<file path="config.mk">
export PLATFORM = sky130hd
export DESIGN_NAME = pcie_irq_aggr
export DESIGN_NICKNAME = d
export VERILOG_FILES = /design/src/rtl/pia_pkg.sv /design/src/rtl/pia_status_reg.sv /design/src/rtl/pia_mask_reg.sv /design/src/rtl/pia_msi_capture.sv /design/src/rtl/pia_summary.sv /design/src/rtl/pcie_irq_aggr.sv
export SDC_FILE = /design/constraint.sdc
export NUM_CORES = 1
export LEC_CHECK = 0
export ABC_AREA = 0
export BUFFER_PORTS_ARGS = -buffer_cell sky130_fd_sc_hd__buf_2
export CAP_MARGIN = 20
export CORE_ASPECT_RATIO = 0.7
export CORE_MARGIN = 1.5
export CORE_UTILIZATION = 40
export CTS_BUF_LIST = sky130_fd_sc_hd__clkbuf_16
export DETAILED_ROUTE_END_ITERATION = 12
export MAX_ROUTING_LAYER = met4
export PLACE_DENSITY_LB_ADDON = 0.08
export SLEW_MARGIN = 20
export SYNTH_ARGS = -nofsm -noshare
export SYNTH_HDL_FRONTEND = slang
export SYNTH_HIERARCHICAL = 1
export SYNTH_SLANG_ARGS = --single-unit
export TNS_END_PERCENT = 5
</file>
<file path="constraint.sdc">
create_clock -name clk -period 2.28 [get_ports clk]
set_input_delay 0.456 -clock clk [delete_from_list [all_inputs] [get_ports clk]]
set_output_delay 0.456 -clock clk [all_outputs]
set_load 0.005 [all_outputs]
</file>
<file path="src/rtl/pia_pkg.sv">
package pia_pkg;
    localparam int REG_W = 32;

    typedef enum logic [3:0] {
        A_L1_ST   = 4'd0,
        A_L1_MK   = 4'd1,
        A_AUX_ST  = 4'd2,
        A_AUX_MK  = 4'd3,
        A_MSI_ST  = 4'd4,
        A_MSI_MK  = 4'd5,
        A_MSI_PAY = 4'd6,
        A_TOP_ST  = 4'd7,
        A_TOP_MK  = 4'd8
    } reg_addr_e;

    localparam logic [REG_W-1:0] L1_VALID  = 32'h07FF_FFFF;
    localparam logic [REG_W-1:0] AUX_VALID = 32'h0000_0030;
    localparam logic [REG_W-1:0] TOP_VALID = 32'h00FF_F0FB;

    localparam int INTX_AS_LSB   = 16;
    localparam int INTX_DE_LSB   = 20;
    localparam int MSI_PEND_BIT  = 24;
    localparam int AUX_PWR_BIT   = 4;
    localparam int AUX_FLUSH_BIT = 5;
    localparam int TOP_CORE_BIT  = 16;

    typedef struct packed {
        logic [3:0] assert_s;
        logic [3:0] deassert_s;
    } intx_evt_t;

    function automatic logic any_unmasked(input logic [REG_W-1:0] st,
                                          input logic [REG_W-1:0] mk,
                                          input logic [REG_W-1:0] valid);
        return |(st & ~mk & valid);
    endfunction
endpackage

</file>
<file path="src/rtl/pia_status_reg.sv">
module pia_status_reg #(
    parameter int          W     = 32,
    parameter logic [W-1:0] VALID = '1
) (
    input  logic         clk,
    input  logic         rst,
    input  logic [W-1:0] set_i,
    input  logic [W-1:0] clr_i,
    output logic [W-1:0] st_o
);
    always_ff @(posedge clk) begin
        if (rst) st_o <= '0;
        else     st_o <= ((st_o & ~clr_i) | set_i) & VALID;
    end
endmodule

</file>
<file path="src/rtl/pia_mask_reg.sv">
module pia_mask_reg #(
    parameter int          W       = 32,
    parameter logic [W-1:0] VALID   = '1,
    parameter logic [W-1:0] RST_VAL = '1
) (
    input  logic         clk,
    input  logic         rst,
    input  logic         we_i,
    input  logic [W-1:0] wdata_i,
    output logic [W-1:0] mk_o
);
    always_ff @(posedge clk) begin
        if (rst)       mk_o <= RST_VAL & VALID;
        else if (we_i) mk_o <= wdata_i & VALID;
    end
endmodule

</file>
<file path="src/rtl/pia_msi_capture.sv">
module pia_msi_capture #(
    parameter int NUM_MSI    = 32,
    parameter int MSI_DATA_W = 16,
    parameter int PAY_W      = 8,
    localparam int VEC_W     = $clog2(NUM_MSI)
) (
    input  logic                  clk,
    input  logic                  rst,
    input  logic                  valid_i,
    input  logic [VEC_W-1:0]      vec_i,
    input  logic [MSI_DATA_W-1:0] data_i,
    input  logic [NUM_MSI-1:0]    st_clr_i,
    input  logic                  mk_we_i,
    input  logic [NUM_MSI-1:0]    mk_wdata_i,
    output logic [NUM_MSI-1:0]    st_o,
    output logic [NUM_MSI-1:0]    mk_o,
    output logic [PAY_W-1:0]      payload_o,
    output logic                  pend_o
);
    logic [NUM_MSI-1:0] set_vec;

    always_comb begin
        set_vec = '0;
        if (valid_i) set_vec = NUM_MSI'(1) << vec_i;
    end

    pia_status_reg #(.W(NUM_MSI), .VALID({NUM_MSI{1'b1}})) u_st (
        .clk(clk), .rst(rst), .set_i(set_vec), .clr_i(st_clr_i), .st_o(st_o)
    );

    pia_mask_reg #(.W(NUM_MSI), .VALID({NUM_MSI{1'b1}}), .RST_VAL({NUM_MSI{1'b1}})) u_mk (
        .clk(clk), .rst(rst), .we_i(mk_we_i), .wdata_i(mk_wdata_i), .mk_o(mk_o)
    );

    always_ff @(posedge clk) begin
        if (rst)          payload_o <= '0;
        else if (valid_i) payload_o <= data_i[PAY_W-1:0];
    end

    assign pend_o = |(st_o & ~mk_o);
endmodule

</file>
<file path="src/rtl/pia_summary.sv">
module pia_summary
    import pia_pkg::*;
(
    input  logic             clk,
    input  logic             rst,
    input  logic             core_evt_i,
    input  logic [REG_W-1:0] st_clr_i,
    input  logic             mk_we_i,
    input  logic [REG_W-1:0] mk_wdata_i,
    output logic [REG_W-1:0] st_o,
    output logic [REG_W-1:0] mk_o,
    output logic             irq_o
);
    logic [REG_W-1:0] set_vec;

    always_comb begin
        set_vec = '0;
        set_vec[TOP_CORE_BIT] = core_evt_i;
    end

    pia_status_reg #(.W(REG_W), .VALID(TOP_VALID)) u_st (
        .clk(clk), .rst(rst), .set_i(set_vec), .clr_i(st_clr_i), .st_o(st_o)
    );

    pia_mask_reg #(.W(REG_W), .VALID(TOP_VALID), .RST_VAL(TOP_VALID)) u_mk (
        .clk(clk), .rst(rst), .we_i(mk_we_i), .wdata_i(mk_wdata_i), .mk_o(mk_o)
    );

    assign irq_o = any_unmasked(st_o, mk_o, TOP_VALID);
endmodule

</file>
<file path="src/rtl/pcie_irq_aggr.sv">
module pcie_irq_aggr
    import pia_pkg::*;
#(
    parameter int NUM_INTX   = 4,
    parameter int NUM_MSI    = 32,
    parameter int MSI_DATA_W = 16,
    parameter int PAY_W      = 8,
    parameter int ADDR_W     = 4,
    localparam int VEC_W     = $clog2(NUM_MSI)
) (
    input  logic                  clk,
    input  logic                  rst,
    input  logic [NUM_INTX-1:0]   intx_assert_i,
    input  logic [NUM_INTX-1:0]   intx_deassert_i,
    input  logic                  msi_valid_i,
    input  logic [VEC_W-1:0]      msi_vec_i,
    input  logic [MSI_DATA_W-1:0] msi_data_i,
    input  logic                  pwr_chg_i,
    input  logic                  flush_i,
    input  logic                  reg_we_i,
    input  logic [ADDR_W-1:0]     reg_addr_i,
    input  logic [REG_W-1:0]      reg_wdata_i,
    output logic [REG_W-1:0]      reg_rdata_o,
    output logic                  irq_o
);
    intx_evt_t        intx_evt;
    logic [REG_W-1:0] l1_set, l1_clr, l1_st, l1_mk;
    logic [REG_W-1:0] aux_set, aux_clr, aux_st, aux_mk;
    logic [REG_W-1:0] top_clr, top_st, top_mk;
    logic [NUM_MSI-1:0] msi_clr, msi_st, msi_mk;
    logic [PAY_W-1:0] msi_pay;
    logic             msi_pend;
    logic             core_evt;

    function automatic logic sel(input logic [ADDR_W-1:0] a, input reg_addr_e which);
        return a == ADDR_W'(which);
    endfunction

    always_comb begin
        intx_evt = '0;
        intx_evt.assert_s[NUM_INTX-1:0]   = intx_assert_i;
        intx_evt.deassert_s[NUM_INTX-1:0] = intx_deassert_i;
    end

    // first-level event vector
    always_comb begin
        l1_set = '0;
        l1_set[MSI_PEND_BIT] = msi_pend;
    end
    logic [REG_W-1:0] l1_intx;
    genvar gi;
    generate
        for (gi = 0; gi < 4; gi++) begin : g_intx
            always_comb begin
                l1_intx[INTX_AS_LSB+gi] = intx_evt.assert_s[gi];
                l1_intx[INTX_DE_LSB+gi] = intx_evt.deassert_s[gi];
            end
        end
    endgenerate
    always_comb begin
        for (int b = 0; b < INTX_AS_LSB; b++) l1_intx[b] = 1'b0;
        for (int b = INTX_DE_LSB + 4; b < REG_W; b++) l1_intx[b] = 1'b0;
    end

    always_comb begin
        aux_set = '0;
        aux_set[AUX_PWR_BIT]   = pwr_chg_i;
        aux_set[AUX_FLUSH_BIT] = flush_i;
    end

    // write-one-to-clear decode
    assign l1_clr  = (reg_we_i && sel(reg_addr_i, A_L1_ST))  ? reg_wdata_i : '0;
    assign aux_clr = (reg_we_i && sel(reg_addr_i, A_AUX_ST)) ? reg_wdata_i : '0;
    assign top_clr = (reg_we_i && sel(reg_addr_i, A_TOP_ST)) ? reg_wdata_i : '0;
    assign msi_clr = (reg_we_i && sel(reg_addr_i, A_MSI_ST)) ? reg_wdata_i[NUM_MSI-1:0] : '0;

    pia_status_reg #(.W(REG_W), .VALID(L1_VALID)) u_l1_st (
        .clk(clk), .rst(rst), .set_i(l1_set | l1_intx), .clr_i(l1_clr), .st_o(l1_st)
    );
    pia_mask_reg #(.W(REG_W), .VALID(L1_VALID), .RST_VAL(L1_VALID)) u_l1_mk (
        .clk(clk), .rst(rst), .we_i(reg_we_i && sel(reg_addr_i, A_L1_MK)),
        .wdata_i(reg_wdata_i), .mk_o(l1_mk)
    );

    pia_status_reg #(.W(REG_W), .VALID(AUX_VALID)) u_aux_st (
        .clk(clk), .rst(rst), .set_i(aux_set), .clr_i(aux_clr), .st_o(aux_st)
    );
    pia_mask_reg #(.W(REG_W), .VALID(AUX_VALID), .RST_VAL(AUX_VALID)) u_aux_mk (
        .clk(clk), .rst(rst), .we_i(reg_we_i && sel(reg_addr_i, A_AUX_MK)),
        .wdata_i(reg_wdata_i), .mk_o(aux_mk)
    );

    pia_msi_capture #(.NUM_MSI(NUM_MSI), .MSI_DATA_W(MSI_DATA_W), .PAY_W(PAY_W)) u_msi (
        .clk(clk), .rst(rst),
        .valid_i(msi_valid_i), .vec_i(msi_vec_i), .data_i(msi_data_i),
        .st_clr_i(msi_clr),
        .mk_we_i(reg_we_i && sel(reg_addr_i, A_MSI_MK)),
        .mk_wdata_i(reg_wdata_i[NUM_MSI-1:0]),
        .st_o(msi_st), .mk_o(msi_mk), .payload_o(msi_pay), .pend_o(msi_pend)
    );

    assign core_evt = any_unmasked(l1_st, l1_mk, L1_VALID) |
                      any_unmasked(aux_st, aux_mk, AUX_VALID);

    pia_summary u_top (
        .clk(clk), .rst(rst), .core_evt_i(core_evt),
        .st_clr_i(top_clr),
        .mk_we_i(reg_we_i && sel(reg_addr_i, A_TOP_MK)),
        .mk_wdata_i(reg_wdata_i),
        .st_o(top_st), .mk_o(top_mk), .irq_o(irq_o)
    );

    always_comb begin
        reg_rdata_o = '0;
        if      (sel(reg_addr_i, A_L1_ST))   reg_rdata_o = l1_st;
        else if (sel(reg_addr_i, A_L1_MK))   reg_rdata_o = l1_mk;
        else if (sel(reg_addr_i, A_AUX_ST))  reg_rdata_o = aux_st;
        else if (sel(reg_addr_i, A_AUX_MK))  reg_rdata_o = aux_mk;
        else if (sel(reg_addr_i, A_MSI_ST))  reg_rdata_o = REG_W'(msi_st);
        else if (sel(reg_addr_i, A_MSI_MK))  reg_rdata_o = REG_W'(msi_mk);
        else if (sel(reg_addr_i, A_MSI_PAY)) reg_rdata_o = REG_W'(msi_pay);
        else if (sel(reg_addr_i, A_TOP_ST))  reg_rdata_o = top_st;
        else if (sel(reg_addr_i, A_TOP_MK))  reg_rdata_o = top_mk;
    end
endmodule

</file>
==> results.sh <==
export IMPL_status="finished with violations"
export IMPL_violations="negative setup slack"
export IMPL_gr_total_overflow=0
export IMPL_cts_buffers=17
export IMPL_worst_setup_path_type="input pin to output pin"
export IMPL_boundaryPins=104
export IMPL_slowest_stage="a222oi_1"
export IMPL_routed_wl_um=40370
export IMPL_vias=10220
export IMPL_nets=1665
export IMPL_relSlewSlack_pct=41.09
export IMPL_clk_path_buf_depth=2
export IMPL_grtUsageTotal_pct=28.73
export IMPL_startpoint_type="input pin"
export IMPL_rsz0062_at_grt="true"
export IMPL_syn2layout_area_growth_pct=17.43
export IMPL_syn_area_per_cell_um2=7.874
export IMPL_wl_per_cell_um=20.39
export IMPL_grt_pass1_vias=9189
export IMPL_drive_above_1_share_pct=19.54
export IMPL_crit_path_max_fanout=9
export IMPL_dr_pass1_iters=6
export IMPL_grt_pass1_wl_um=59110
export IMPL_cp_arrival_ns=2.12
export IMPL_stdcell_count=1980
export IMPL_insertion_delay_ns=0.46
export IMPL_gp_congestion=0.8864
export IMPL_cts_clk_slew_worst_paths_ns=0.07
export IMPL_ant_nets=0
export IMPL_antenna_found_initial=0
export IMPL_cpPeakStageDelay_ns=0.54
export IMPL_powerDensity_mw_per_mm2=566.1
export IMPL_worstPathCellList="buf_12 > nor3b_2 > buf_12 > buf_4 > a222oi_1 > nand2_1 > a32o_1 > buf_2"
export IMPL_cts_tree="yes"
export IMPL_rows=51
export IMPL_critical_path_required_ns=1.82
export IMPL_drt_iter0_markers=1141
export IMPL_cts_hold_buf=0
export IMPL_clock_fmax_mhz=387.5
export IMPL_hpwl_um=30700
export IMPL_root_buffer="clkbuf_16"
export IMPL_dp_cells=1936
export IMPL_setup_ws_ns=-0.3009
export IMPL_finalHoldViolations=0
export IMPL_die_area_mm2=0.02928
export IMPL_totalPowerFinal_uw=7512
export IMPL_post_route_min_period_ns=2.581
export IMPL_htree_num_levels=4
export IMPL_period_share_pct=113.2
export IMPL_cts_sinks=168
export IMPL_die_w_um=203.9
export IMPL_finClkSkew_ns=0.01072
export IMPL_drc=0
export IMPL_synthCells=1435
export IMPL_fin_util_pct=47.80
export IMPL_drv_cap=0
export IMPL_vias_per_cell=5.163
export IMPL_tightest_slew_ns=0.8804
export IMPL_initial_core_util_pct=40.71
export IMPL_setup_viol=28
export IMPL_syn_cell_area_mm2=0.01130
export IMPL_yosys_warnings=6
export IMPL_io_buffers=95
export IMPL_p_leak_uw=0.005531
export IMPL_core_area_mm2=0.02776
export IMPL_grt_max_degree=52
export IMPL_end_kind="output pin"
export IMPL_path_common_cell="buf_12"
export IMPL_maxSlewViolCount=0
export IMPL_hold_path_class="input pin to flop"
export IMPL_die_y_um=143.6
export IMPL_vdd_drop_max_mv=0.4450
placed cells by master, fill, tap and decap left out, types with 6 or more instances in the layout:
cell	instances
mux2i_1	32
dfxtp_1	168
a211oi_1	6
buf_6	8
nand2b_1	101
and3_1	27
a21oi_1	82
conb_1	132
clkbuf_16	17
buf_4	94
and2b_1	10
buf_12	19
nor2_1	88
nor3_1	8
a2bb2oi_1	11
nor2b_1	90
and2_1	55
a21oi_2	30
o21ai_0	40
nor4_1	6
o21ai_1	11
a211o_1	80
a32o_1	17
nand2_1	50
a22oi_1	8
a222oi_1	27
a21o_1	10
inv_1	152
buf_2	90
o22ai_1	39
o2bb2a_1	9
metrics by stage:
| stage | area [um^2] | worst slack, ns | setup TNS [ns] | hold slack, ns |
|---|---|---|---|---|
| 2_1_floorplan | 11770 | 0.1104 | 0 | 0.4528 |
| 3_3_place_gp | 12390 | -0.3216 | -15.28 | 0.4750 |
| 3_5_place_dp | 12390 | -0.3001 | -16.66 | 0.4774 |
| 4_1_cts | 13190 | -0.2153 | -4.154 | 0.1941 |
| 5_1_grt | 13260 | -0.3153 | -5.609 | 0.2023 |
| 6_report | 13270 | -0.3009 | -4.725 | 0.2123 |
area by class of cell:
class / instances / area, um^2
Fill cell: 2821 / 14490
Sequential cell: 168 / 3363
Clock buffer: 17 / 425.4
Clock inverter: 15 / 171.4
Antenna cell: 2 / 5.005
Inverter: 153 / 574.3
Timing Repair Buffer: 215 / 1704
Tap cell: 371 / 464.2
Multi-Input combinational cell: 1039 / 6561
critical path: cells and delay by family:
kind	cells	cell delay [ns]
AND/OR/NAND/NOR	2	0.28
buffers and inverters	4	0.55
AO/OA/AOI/OAI	2	0.83
per-layer routing:
metal  track usage [%]  up-vias  part of all wire, %
met2             37.76      358                   39
met5                 -        -                    0
li1                  -     5008                    -
met3             4.512       26                  7.1
met4             6.238        0                  1.1
met1             44.53     4830                   53
timing repair:
action	4_1_cts	5_1_grt
endpoints found under the hold margin	0	0
cloned	1	0
buffers inserted	5	4
resized for setup	40	10
setup endpoints to repair	32	33
pin swaps	19	6
state kept, by name, indices dropped and copies added, names as in the netlist:
| name | count |
|---|---|
| u_l1_st/st_o | 27 |
| u_aux_st/st_o | 2 |
| u_msi/payload_o | 8 |
| u_msi/u_mk/mk_o | 32 |
| u_top/u_st/st_o | 19 |
| u_aux_mk/mk_o | 2 |
| u_l1_mk/mk_o | 27 |
| u_msi/u_st/st_o | 32 |
| u_top/u_mk/mk_o | 19 |
where the power goes:
group	internal [uW]	switching, uW
Sequential	3040	118
Clock	1640	1410
Combinational	556	741
Total	5240	2270
path summary, 6_finish.rpt:
check | cells after the start | end | startpoint | slack (ns)
worst max register to register | 6 | u_top/u_st/st_o[16] | u_l1_mk/mk_o[26] | 0.62
worst min register to register | 2 | u_msi/u_st/st_o[2] | u_msi/u_st/st_o[2] | 0.49
worst max-delay path | 8 | reg_rdata_o[15] | reg_addr_i[2] | -0.30
worst min-delay path | 2 | u_msi/u_mk/mk_o[31] | reg_wdata_i[31] | 0.21
Power figures use the tool's default switching activity.
